===== src/rtl/pad_route_pkg.sv =====
package pad_route_pkg;

  typedef enum logic [1:0] {
    RegionLock = 2'd0,
    RegionIn   = 2'd1,
    RegionOut  = 2'd2,
    RegionNone = 2'd3
  } region_e;

  typedef struct packed {
    logic inWr;
    logic outWr;
  } selStrobe_t;

endpackage


===== src/rtl/pad_route_ctrl.sv =====
module pad_route_ctrl
  import pad_route_pkg::*;
#(
  parameter int NumPerIn = 32,
  parameter int NumPads  = 32,
  parameter int SelW     = 6,
  parameter int IdxW     = 5
) (
  input  logic                             clk,
  input  logic                             rstN,
  input  logic [IdxW+1:0]                  regAddr,
  input  logic [SelW-1:0]                  regWdata,
  input  logic                             regWe,
  input  logic [NumPerIn-1:0][SelW-1:0]    inSel,
  input  logic [NumPads-1:0][SelW-1:0]     outSel,
  output selStrobe_t                       strobe,
  output logic [IdxW-1:0]                  wrIdx,
  output logic                             regOpen,
  output logic [SelW-1:0]                  regRdata
);
  localparam int Span = 2 ** IdxW;
  localparam logic [IdxW:0] InLimit  = (IdxW + 1)'(NumPerIn);
  localparam logic [IdxW:0] PadLimit = (IdxW + 1)'(NumPads);

  region_e region;
  logic [Span-1:0][SelW-1:0] inSelWide;
  logic [Span-1:0][SelW-1:0] outSelWide;

  assign region = region_e'(regAddr[IdxW+1:IdxW]);
  assign wrIdx  = regAddr[IdxW-1:0];

  always_ff @(posedge clk or negedge rstN) begin
    if (!rstN) begin
      regOpen <= 1'b1;
    end else if (regWe && region == RegionLock && wrIdx == '0 && !regWdata[0]) begin
      regOpen <= 1'b0;
    end
  end

  always_comb begin
    strobe.inWr  = regWe && regOpen && region == RegionIn  && ({1'b0, wrIdx} < InLimit);
    strobe.outWr = regWe && regOpen && region == RegionOut && ({1'b0, wrIdx} < PadLimit);
  end

  always_comb begin
    inSelWide  = '0;
    outSelWide = '0;
    inSelWide[NumPerIn-1:0] = inSel;
    outSelWide[NumPads-1:0] = outSel;
  end

  always_comb begin
    regRdata = '0;
    unique case (region)
      RegionLock: regRdata = (wrIdx == '0) ? {{(SelW-1){1'b0}}, regOpen} : '0;
      RegionIn:   regRdata = inSelWide[wrIdx];
      RegionOut:  regRdata = outSelWide[wrIdx];
      default:    regRdata = '0;
    endcase
  end

endmodule


===== src/rtl/pad_route_dp.sv =====
module pad_route_dp
  import pad_route_pkg::*;
#(
  parameter int NumPerIn  = 32,
  parameter int NumPerOut = 32,
  parameter int NumPads   = 32,
  parameter int SelW      = 6,
  parameter int IdxW      = 5
) (
  input  logic                          clk,
  input  logic                          rstN,
  input  selStrobe_t                    strobe,
  input  logic [IdxW-1:0]               wrIdx,
  input  logic [SelW-1:0]               wrData,
  input  logic [NumPads-1:0]            padIn,
  input  logic [NumPerOut-1:0]          periphOut,
  input  logic [NumPerOut-1:0]          periphOe,
  output logic [NumPerIn-1:0]           periphIn,
  output logic [NumPads-1:0]            padOut,
  output logic [NumPads-1:0]            padOe,
  output logic [NumPerIn-1:0][SelW-1:0] inSel,
  output logic [NumPads-1:0][SelW-1:0]  outSel
);
  localparam int SelSpan = 2 ** SelW;
  localparam logic [SelW-1:0] CodeHiZ   = SelW'(2);
  localparam logic [SelW-1:0] InBase    = SelW'(2);
  localparam logic [SelW-1:0] OutBase   = SelW'(3);

  logic [SelSpan-1:0] padWide;
  logic [SelSpan-1:0] perOutWide;
  logic [SelSpan-1:0] perOeWide;

  always_comb begin
    padWide    = '0;
    perOutWide = '0;
    perOeWide  = '0;
    padWide[NumPads-1:0]      = padIn;
    perOutWide[NumPerOut-1:0] = periphOut;
    perOeWide[NumPerOut-1:0]  = periphOe;
  end

  for (genvar i = 0; i < NumPerIn; i++) begin : gInput
    logic [SelW-1:0] offset;

    always_ff @(posedge clk or negedge rstN) begin
      if (!rstN) begin
        inSel[i] <= '0;
      end else if (strobe.inWr && wrIdx == IdxW'(i)) begin
        inSel[i] <= wrData;
      end
    end

    assign offset = inSel[i] - InBase;

    always_comb begin
      if (inSel[i] < InBase) periphIn[i] = inSel[i][0];
      else                   periphIn[i] = padWide[offset];
    end
  end

  for (genvar j = 0; j < NumPads; j++) begin : gPad
    logic [SelW-1:0] offset;

    always_ff @(posedge clk or negedge rstN) begin
      if (!rstN) begin
        outSel[j] <= CodeHiZ;
      end else if (strobe.outWr && wrIdx == IdxW'(j)) begin
        outSel[j] <= wrData;
      end
    end

    assign offset = outSel[j] - OutBase;

    always_comb begin
      if (outSel[j] < CodeHiZ) begin
        padOut[j] = outSel[j][0];
        padOe[j]  = 1'b1;
      end else if (outSel[j] == CodeHiZ) begin
        padOut[j] = 1'b0;
        padOe[j]  = 1'b0;
      end else begin
        padOut[j] = perOutWide[offset];
        padOe[j]  = perOeWide[offset];
      end
    end
  end

endmodule


===== src/rtl/pad_route.sv =====
module pad_route
  import pad_route_pkg::*;
#(
  parameter int NumPerIn  = 32,
  parameter int NumPerOut = 32,
  parameter int NumPads   = 32,
  parameter int SelW      = 6,
  localparam int MaxCount = (NumPerIn > NumPads) ? NumPerIn : NumPads,
  localparam int IdxW     = (MaxCount > 2) ? $clog2(MaxCount) : 1,
  localparam int AddrW    = IdxW + 2
) (
  input  logic                 clk,
  input  logic                 rstN,
  input  logic [AddrW-1:0]     regAddr,
  input  logic [SelW-1:0]      regWdata,
  input  logic                 regWe,
  output logic [SelW-1:0]      regRdata,
  input  logic [NumPads-1:0]   padIn,
  output logic [NumPerIn-1:0]  periphIn,
  input  logic [NumPerOut-1:0] periphOut,
  input  logic [NumPerOut-1:0] periphOe,
  output logic [NumPads-1:0]   padOut,
  output logic [NumPads-1:0]   padOe
);
  selStrobe_t                    strobe;
  logic [IdxW-1:0]               wrIdx;
  logic                          regOpen;
  logic [NumPerIn-1:0][SelW-1:0] inSel;
  logic [NumPads-1:0][SelW-1:0]  outSel;

  pad_route_ctrl #(
    .NumPerIn(NumPerIn), .NumPads(NumPads), .SelW(SelW), .IdxW(IdxW)
  ) uCtrl (
    .clk(clk), .rstN(rstN), .regAddr(regAddr), .regWdata(regWdata), .regWe(regWe),
    .inSel(inSel), .outSel(outSel), .strobe(strobe), .wrIdx(wrIdx),
    .regOpen(regOpen), .regRdata(regRdata)
  );

  pad_route_dp #(
    .NumPerIn(NumPerIn), .NumPerOut(NumPerOut), .NumPads(NumPads), .SelW(SelW), .IdxW(IdxW)
  ) uDp (
    .clk(clk), .rstN(rstN), .strobe(strobe), .wrIdx(wrIdx), .wrData(regWdata),
    .padIn(padIn), .periphOut(periphOut), .periphOe(periphOe),
    .periphIn(periphIn), .padOut(padOut), .padOe(padOe),
    .inSel(inSel), .outSel(outSel)
  );

endmodule


===== config.mk =====
export PLATFORM = sky130hd
export DESIGN_NAME = pad_route
export DESIGN_NICKNAME = d
export VERILOG_FILES = /design/src/rtl/pad_route_pkg.sv /design/src/rtl/pad_route_ctrl.sv /design/src/rtl/pad_route_dp.sv /design/src/rtl/pad_route.sv
export SDC_FILE = /design/constraint.sdc
export NUM_CORES = 2
export LEC_CHECK = 0
export ABC_AREA = 0
export CAP_MARGIN = 30
export CORE_AREA = 5 5 415 417
export CTS_BUF_LIST = sky130_fd_sc_hd__clkbuf_16
export DETAILED_ROUTE_END_ITERATION = 6
export DIE_AREA = 0 0 420 422
export MAX_ROUTING_LAYER = met4
export PLACE_DENSITY = 0.56
export SETUP_SLACK_MARGIN = 0.15
export SYNTH_ARGS = -nofsm -noshare
export SYNTH_HDL_FRONTEND = slang
export SYNTH_SLANG_ARGS = --single-unit

===== constraint.sdc =====
create_clock -name clk -period 5.89 [get_ports clk]
set_clock_uncertainty 0.15 [all_clocks]
set_input_delay 1.178 -clock clk [delete_from_list [all_inputs] [get_ports clk]]
set_output_delay 1.178 -clock clk [all_outputs]
set_load 0.1 [all_outputs]

# After elaboration in Yosys (flattened, before gate mapping)
# Cells that the tools add are included.
dict set report word_totals {
  reg_bits 385
  in_bits 112
  output_inout_bits 102
  word_cells 754
}
dict set report classes {
  addsub 64
  n_lt_le_gt_ge 129
  eq_ne 65
  n_mux 358
  n_reduce_logical 73
}
# op count
set op_table {}
lappend op_table {{binary-select mux 1 bit (select 6 bit)} 96}
lappend op_table {{less-than comparator 6 x 7 -> 1 bit (second input constant)} 64}
lappend op_table {{less-than comparator 6 x 2 -> 1 bit (second input constant)} 64}
lappend op_table {{subtractor 6 x 2 -> 6 bit (second input constant)} 64}
lappend op_table {{2-to-1 mux 1 bit} 257}
lappend op_table {{== test 6 x 2 -> 1 bit (second input constant)} 32}
lappend op_table {{== test 5 bit (second input constant)} 16}
lappend op_table {{logical AND 1 bit} 70}
lappend op_table {{binary-select mux 6 bit (select 5 bit)} 2}
lappend op_table {{== test 5 x 4 -> 1 bit (second input constant)} 8}
lappend op_table {{== test 5 x 3 -> 1 bit (second input constant)} 4}
lappend op_table {{one-hot mux 6 bit (3 select lines)} 1}
lappend op_table {{2-to-1 mux 6 bit} 2}
lappend op_table {{== test 5 x 2 -> 1 bit (second input constant)} 2}
lappend op_table {{less-than comparator 5 x 6 -> 1 bit (second input constant)} 1}
lappend op_table {{== test 5 x 1 -> 1 bit (second input constant)} 1}
lappend op_table {{zero test 5 bit} 1}
lappend op_table {{== test 2 x 1 -> 1 bit (second input constant)} 1}
lappend op_table {{== test 2 bit (second input constant)} 1}
lappend op_table {{zero test 2 bit} 1}
lappend op_table {{zero test 1 bit} 1}

# Longest topological paths before layout
dict set report depth {
  ltp_word 5
  depth_mapped 11
  ltp_nobuf 8
}

# Hierarchy
# From an unflattened synthesis, not the netlist that was laid out.
dict set report unflattened {
  hier_cells 4463
  area_unflattened_um2 51573.2
}
# module n_inst cells_per_inst area_per_inst_um2 seq_area_each_um2
set modules_own_cells {}
lappend modules_own_cells {pad_route_dp 1 4151 48129.9 9649.3}
lappend modules_own_cells {pad_route_ctrl 1 312 3443.3 26.3}

# Least setup slack after synthesis
# No wires, ideal clock.
dict set report synth_timing {
  kind {input -> output}
  from {in regAddr[3]}
  to {out regRdata[4]}
  arrival_ns 4.647
  t_required_ns 4.562
  setup_slack_ns -0.085
  path_stages 6
  path_buffers 3
  path_cell_list {clkbuf_1 > clkbuf_1 > clkbuf_1 > mux4_2 > nor2_1 > o32ai_1}
}
dict set report synth_via {
  elab_chain_cells 3
  elab_cells_between_ends 5
  cone_classes {mux: 5}
}
# element line
set synth_lines {}
lappend synth_lines {{start: declaration} pad_route.sv:14} ;# input logic [AddrW-1:0] regAddr,
lappend synth_lines {{binary-select mux 6 bit (select 5 bit) (on tied branches)} {pad_route_ctrl.sv:57, pad_route_ctrl.sv:56}}
lappend synth_lines {{2-to-1 mux 6 bit (on tied branches)} {pad_route_ctrl.sv:57, pad_route_ctrl.sv:56}}
lappend synth_lines {{one-hot mux 6 bit (3 select lines) (*)} pad_route_ctrl.sv:54} ;# unique case (region)
lappend synth_lines {{end: declaration} pad_route.sv:17} ;# output logic [SelW-1:0] regRdata,
# Mark *: on every way between the ends. The rest lies on a longest branch, timed or not. The select of a mux whose other input is x is not followed.

# Worst setup path after layout
dict set report layout_timing {
  from {reg uDp.outSel[168] in the netlist's numbering}
  to {out padOe[28]}
}
dict set report layout_via {
  elab_chain_cells 5
  elab_cells_between_ends 7
  cone_classes {add/sub: 1; order compare: 1; eq/ne: 1; mux: 4}
}
# element line
set layout_lines {}
lappend layout_lines {{start: declaration} pad_route_dp.sv:22} ;# output logic [NumPads-1:0][SelW-1:0] outSel
lappend layout_lines {{start signal: indexed assignment} pad_route_dp.sv:66} ;# outSel[j] <= CodeHiZ;
lappend layout_lines {{start signal: indexed assignment} pad_route_dp.sv:68} ;# outSel[j] <= wrData;
lappend layout_lines {{subtractor 6 x 2 -> 6 bit} pad_route_dp.sv:72} ;# assign offset = outSel[j] - OutBase;
lappend layout_lines {{binary-select mux 1 bit (select 6 bit)} pad_route_dp.sv:83} ;# padOe[j] = perOeWide[offset];
lappend layout_lines {{2-to-1 mux 1 bit (implied by the code)} pad_route_dp.sv:83}
lappend layout_lines {{2-to-1 mux 1 bit} pad_route_dp.sv:78} ;# end else if (outSel[j] == CodeHiZ) begin
lappend layout_lines {{2-to-1 mux 1 bit (*)} pad_route_dp.sv:75} ;# if (outSel[j] < CodeHiZ) begin
lappend layout_lines {{end: declaration} pad_route.sv:23} ;# output logic [NumPads-1:0] padOe
# Marks and branches as above.

==> flow_summary.yaml <==
sta:
  hold_viol: 0
  period_minus_slack_ps: 5510
  setup_violations: 0
  drv_slew: 0
  setup_tns_ps: 0
  finalCritPeriodShare: 0.936
  rsz0062_at_grt: "false"
  fmax_mhz: 181
  tightest_slew_ps: 1090
  slew-limit-headroom: 0.271
floorplanning:
  die_w_um: 420
  initial_core_util: 0.297
  rows: 151
  core_area_um2: 168000
  die_area_um2: 177000
  io_pins: 214
  die_h_um: 422
clock_network:
  htreeDepth: 2
  cts_tree: "yes"
  root_buffer: "clkbuf_16"
  clockBufferDepth: 3
  insertion_delay_ps: 650
  hold_buffers: 0
  clkSinkCount: 385
  path_clk_slew_ps: 60
  cts_buffers: 46
critical_path:
  r2r_setup_slack_ps: 2930
  critPathLaunchType: "register"
  path_class: "reg -> out"
  required_ps: 4560
  worstSetupEndpointType: "primary output"
  critPathArrivalTime_ps: 4180
  cp_max_fo: 20
finish:
  num-fill-cells: 16400
  final_nets: 4092
  drive_gt1_frac: 0.439
  final_cell_count_no_fill: 6145
  syn2layout_area_growth_pct: 12.5
drt:
  drt.antenna.violating_nets: 0
  wl_per_cell_um: 32.2
  drt_wl_total_um: 198000
  route.vias.total: 40800
  viasPerCell: 6.64
  firstDrtPassIters: 7
  drtIter0Drc: 5807
  drcViolationCount: 1
logic_synthesis:
  synth-main-ff-cell: "dfrtp_1"
  syn_area_per_cell_um2: 12.3
  synth-seq-area-share: 0.194
  synth_top_area_share: 0.469
  synth.distinct_cells: 39
  async_reset_ff_frac: 1.00
  ys_ff_latch: 385
  synth_top_area_cell: "mux4_2"
  ys_top_cells_by_count: "1040 x mux4_2, 417 x clkbuf_1, 352 x dfrtp_1"
  synth_area_um2: 50000
  syn_nets: 4269
  synth_edf_count: 0
  yosysMostFrequentCell: "mux4_2"
  synth_area_leaders: "mux4_2 47%, dfrtp_1 18%, mux2_2 6.5%"
  postSynthCellCount: 4061
  yosys_warnings: 0
place:
  io_buffers: 213
  dp.final_hpwl_um: 127000
  placedCellCount: 6053
  gp_congestion: 0.911
global_routing:
  track_usage: 0.223
  top_usage_layer: "met2"
  grt_overflow: 0
  antenna_found_initial: 7
  grt_pass1_wl_um: 288000
  grt_util_met3: 0.0616
  grt_max_degree: 92
  grt_pass1_vias: 39800
  use_met1: 0.278
  grt_util_met2: 0.341
flow_run:
  cap_viol_max_count: 0
power_and_ir_drop:
  p_per_area_nw_per_um2: 290
  power_leakage_nw: 21.1
  peakVddDrop_uv: 222
outcome:
  violations: "design-rule violations"
  status: "finished, violations left"
worst_hold_path:
  min_path_type: "reg -> reg"
what timing repair did:
item / in CTS / in global routing
resized for setup: 0 / 2
buffers inserted: 0 / 0
setup endpoints to repair: 0 / 2
metal layers:
metal	share of wire	up-vias
met4	0.056	0
met5	0	-
met3	0.13	622
li1	-	15800
met2	0.46	3486
met1	0.35	20800
registers in the layout, summed over array words and instances (netlist names):
name           count
uDp.inSel        192
uDp.outSel       192
uCtrl.regOpen      1
cell families after synthesis:
group / Yosys count / share of synthesized area
muxes: 1541 / 0.576
buffers and inverters: 774 / 0.0658
and+or+nand+nor: 669 / 0.0605
AOI/OAI and AO/OA: 450 / 0.0539
DFF: 385 / 0.194
xor gates and xnor gates: 146 / 0.0256
adders and majority gates: 96 / 0.0240
path summary, 6_finish.rpt:
kind	startpoint	endpoint	depth (start not counted)
max in group asynchronous	rstN	uDp.outSel[108]	2
min reg2reg	uCtrl.regOpen	uCtrl.regOpen	2
min	uCtrl.regOpen	uCtrl.regOpen	2
min in group asynchronous	rstN	uDp.inSel[90]	1
max	uDp.outSel[168]	padOe[28]	8
max reg2reg	uCtrl.regOpen	uDp.outSel[118]	4
cell usage in the layout, fill, tap and decap left out, types with 3 or more instances in the layout:
cell type	instances
mux4_2	1040
dfrtp_1	352
mux2_2	288
nand2_1	244
mux2i_1	213
inv_1	172
nor3_1	164
buf_4	163
o21ai_0	160
a21oi_1	138
nor2_1	124
buf_12	112
clkdlybuf4s50_1	100
or3_1	98
xor2_1	96
ha_1	94
xnor2_1	50
a211oi_1	46
clkbuf_16	46
dfstp_2	33
a21o_1	32
nand3_1	28
a41o_1	18
a31oi_1	17
o32ai_1	14
o31ai_1	10
clkinv_1	9
diode_2	7
buf_2	7
nor2b_1	6
bufinv_16	5
clkinvlp_4	5
a2bb2oi_1	4
clkinv_2	4
o32ai_2	3
clkinv_4	3
critical path, stage by stage, from the launching register on:
cell and delay, ps:
dfrtp_1 350, buf_4 360, ha_1 260, xor2_1 670, mux4_2 610, mux2i_1 560
nor3_1 110, or3_1 420, buf_12 180
power by group:
part / total [W] / internal (W) / switching (W)
Sequential: 0.00345 / 0.00291 / 0.000534
Combinational: 0.00984 / 0.00451 / 0.00533
Clock: 0.00300 / 0.00166 / 0.00134
through the flow:
stage / setup slack (ps) / utilization / hold slack, ps / cell area, um2 / power (W)
3_5_place_dp: 463 / 0.325 / 300 / 54600 / 0.0133
6_report: 377 / 0.334 / 310 / 56200 / 0.0163
5_1_grt: 186 / 0.334 / 314 / 56200 / 0.0169
4_1_cts: 195 / 0.334 / 308 / 56200 / 0.0163
2_1_floorplan: 331 / - / 279 / 50000 / 0.0104
3_3_place_gp: 452 / 0.324 / 285 / 54600 / 0.0132
area by class of cell:
class                   instances  area [um2]  area share
multi-input cells            2902       37000       0.659
diodes                          7        17.5    0.000312
well taps                    2218        2780      0.0494
repair buffers                385        4560      0.0811
clock inverters                38         365     0.00650
clock buffers                  46        1150      0.0205
flip-flops and latches        385        9680       0.172
inverters                     164         616      0.0110
(Power assumes the default switching activity.)
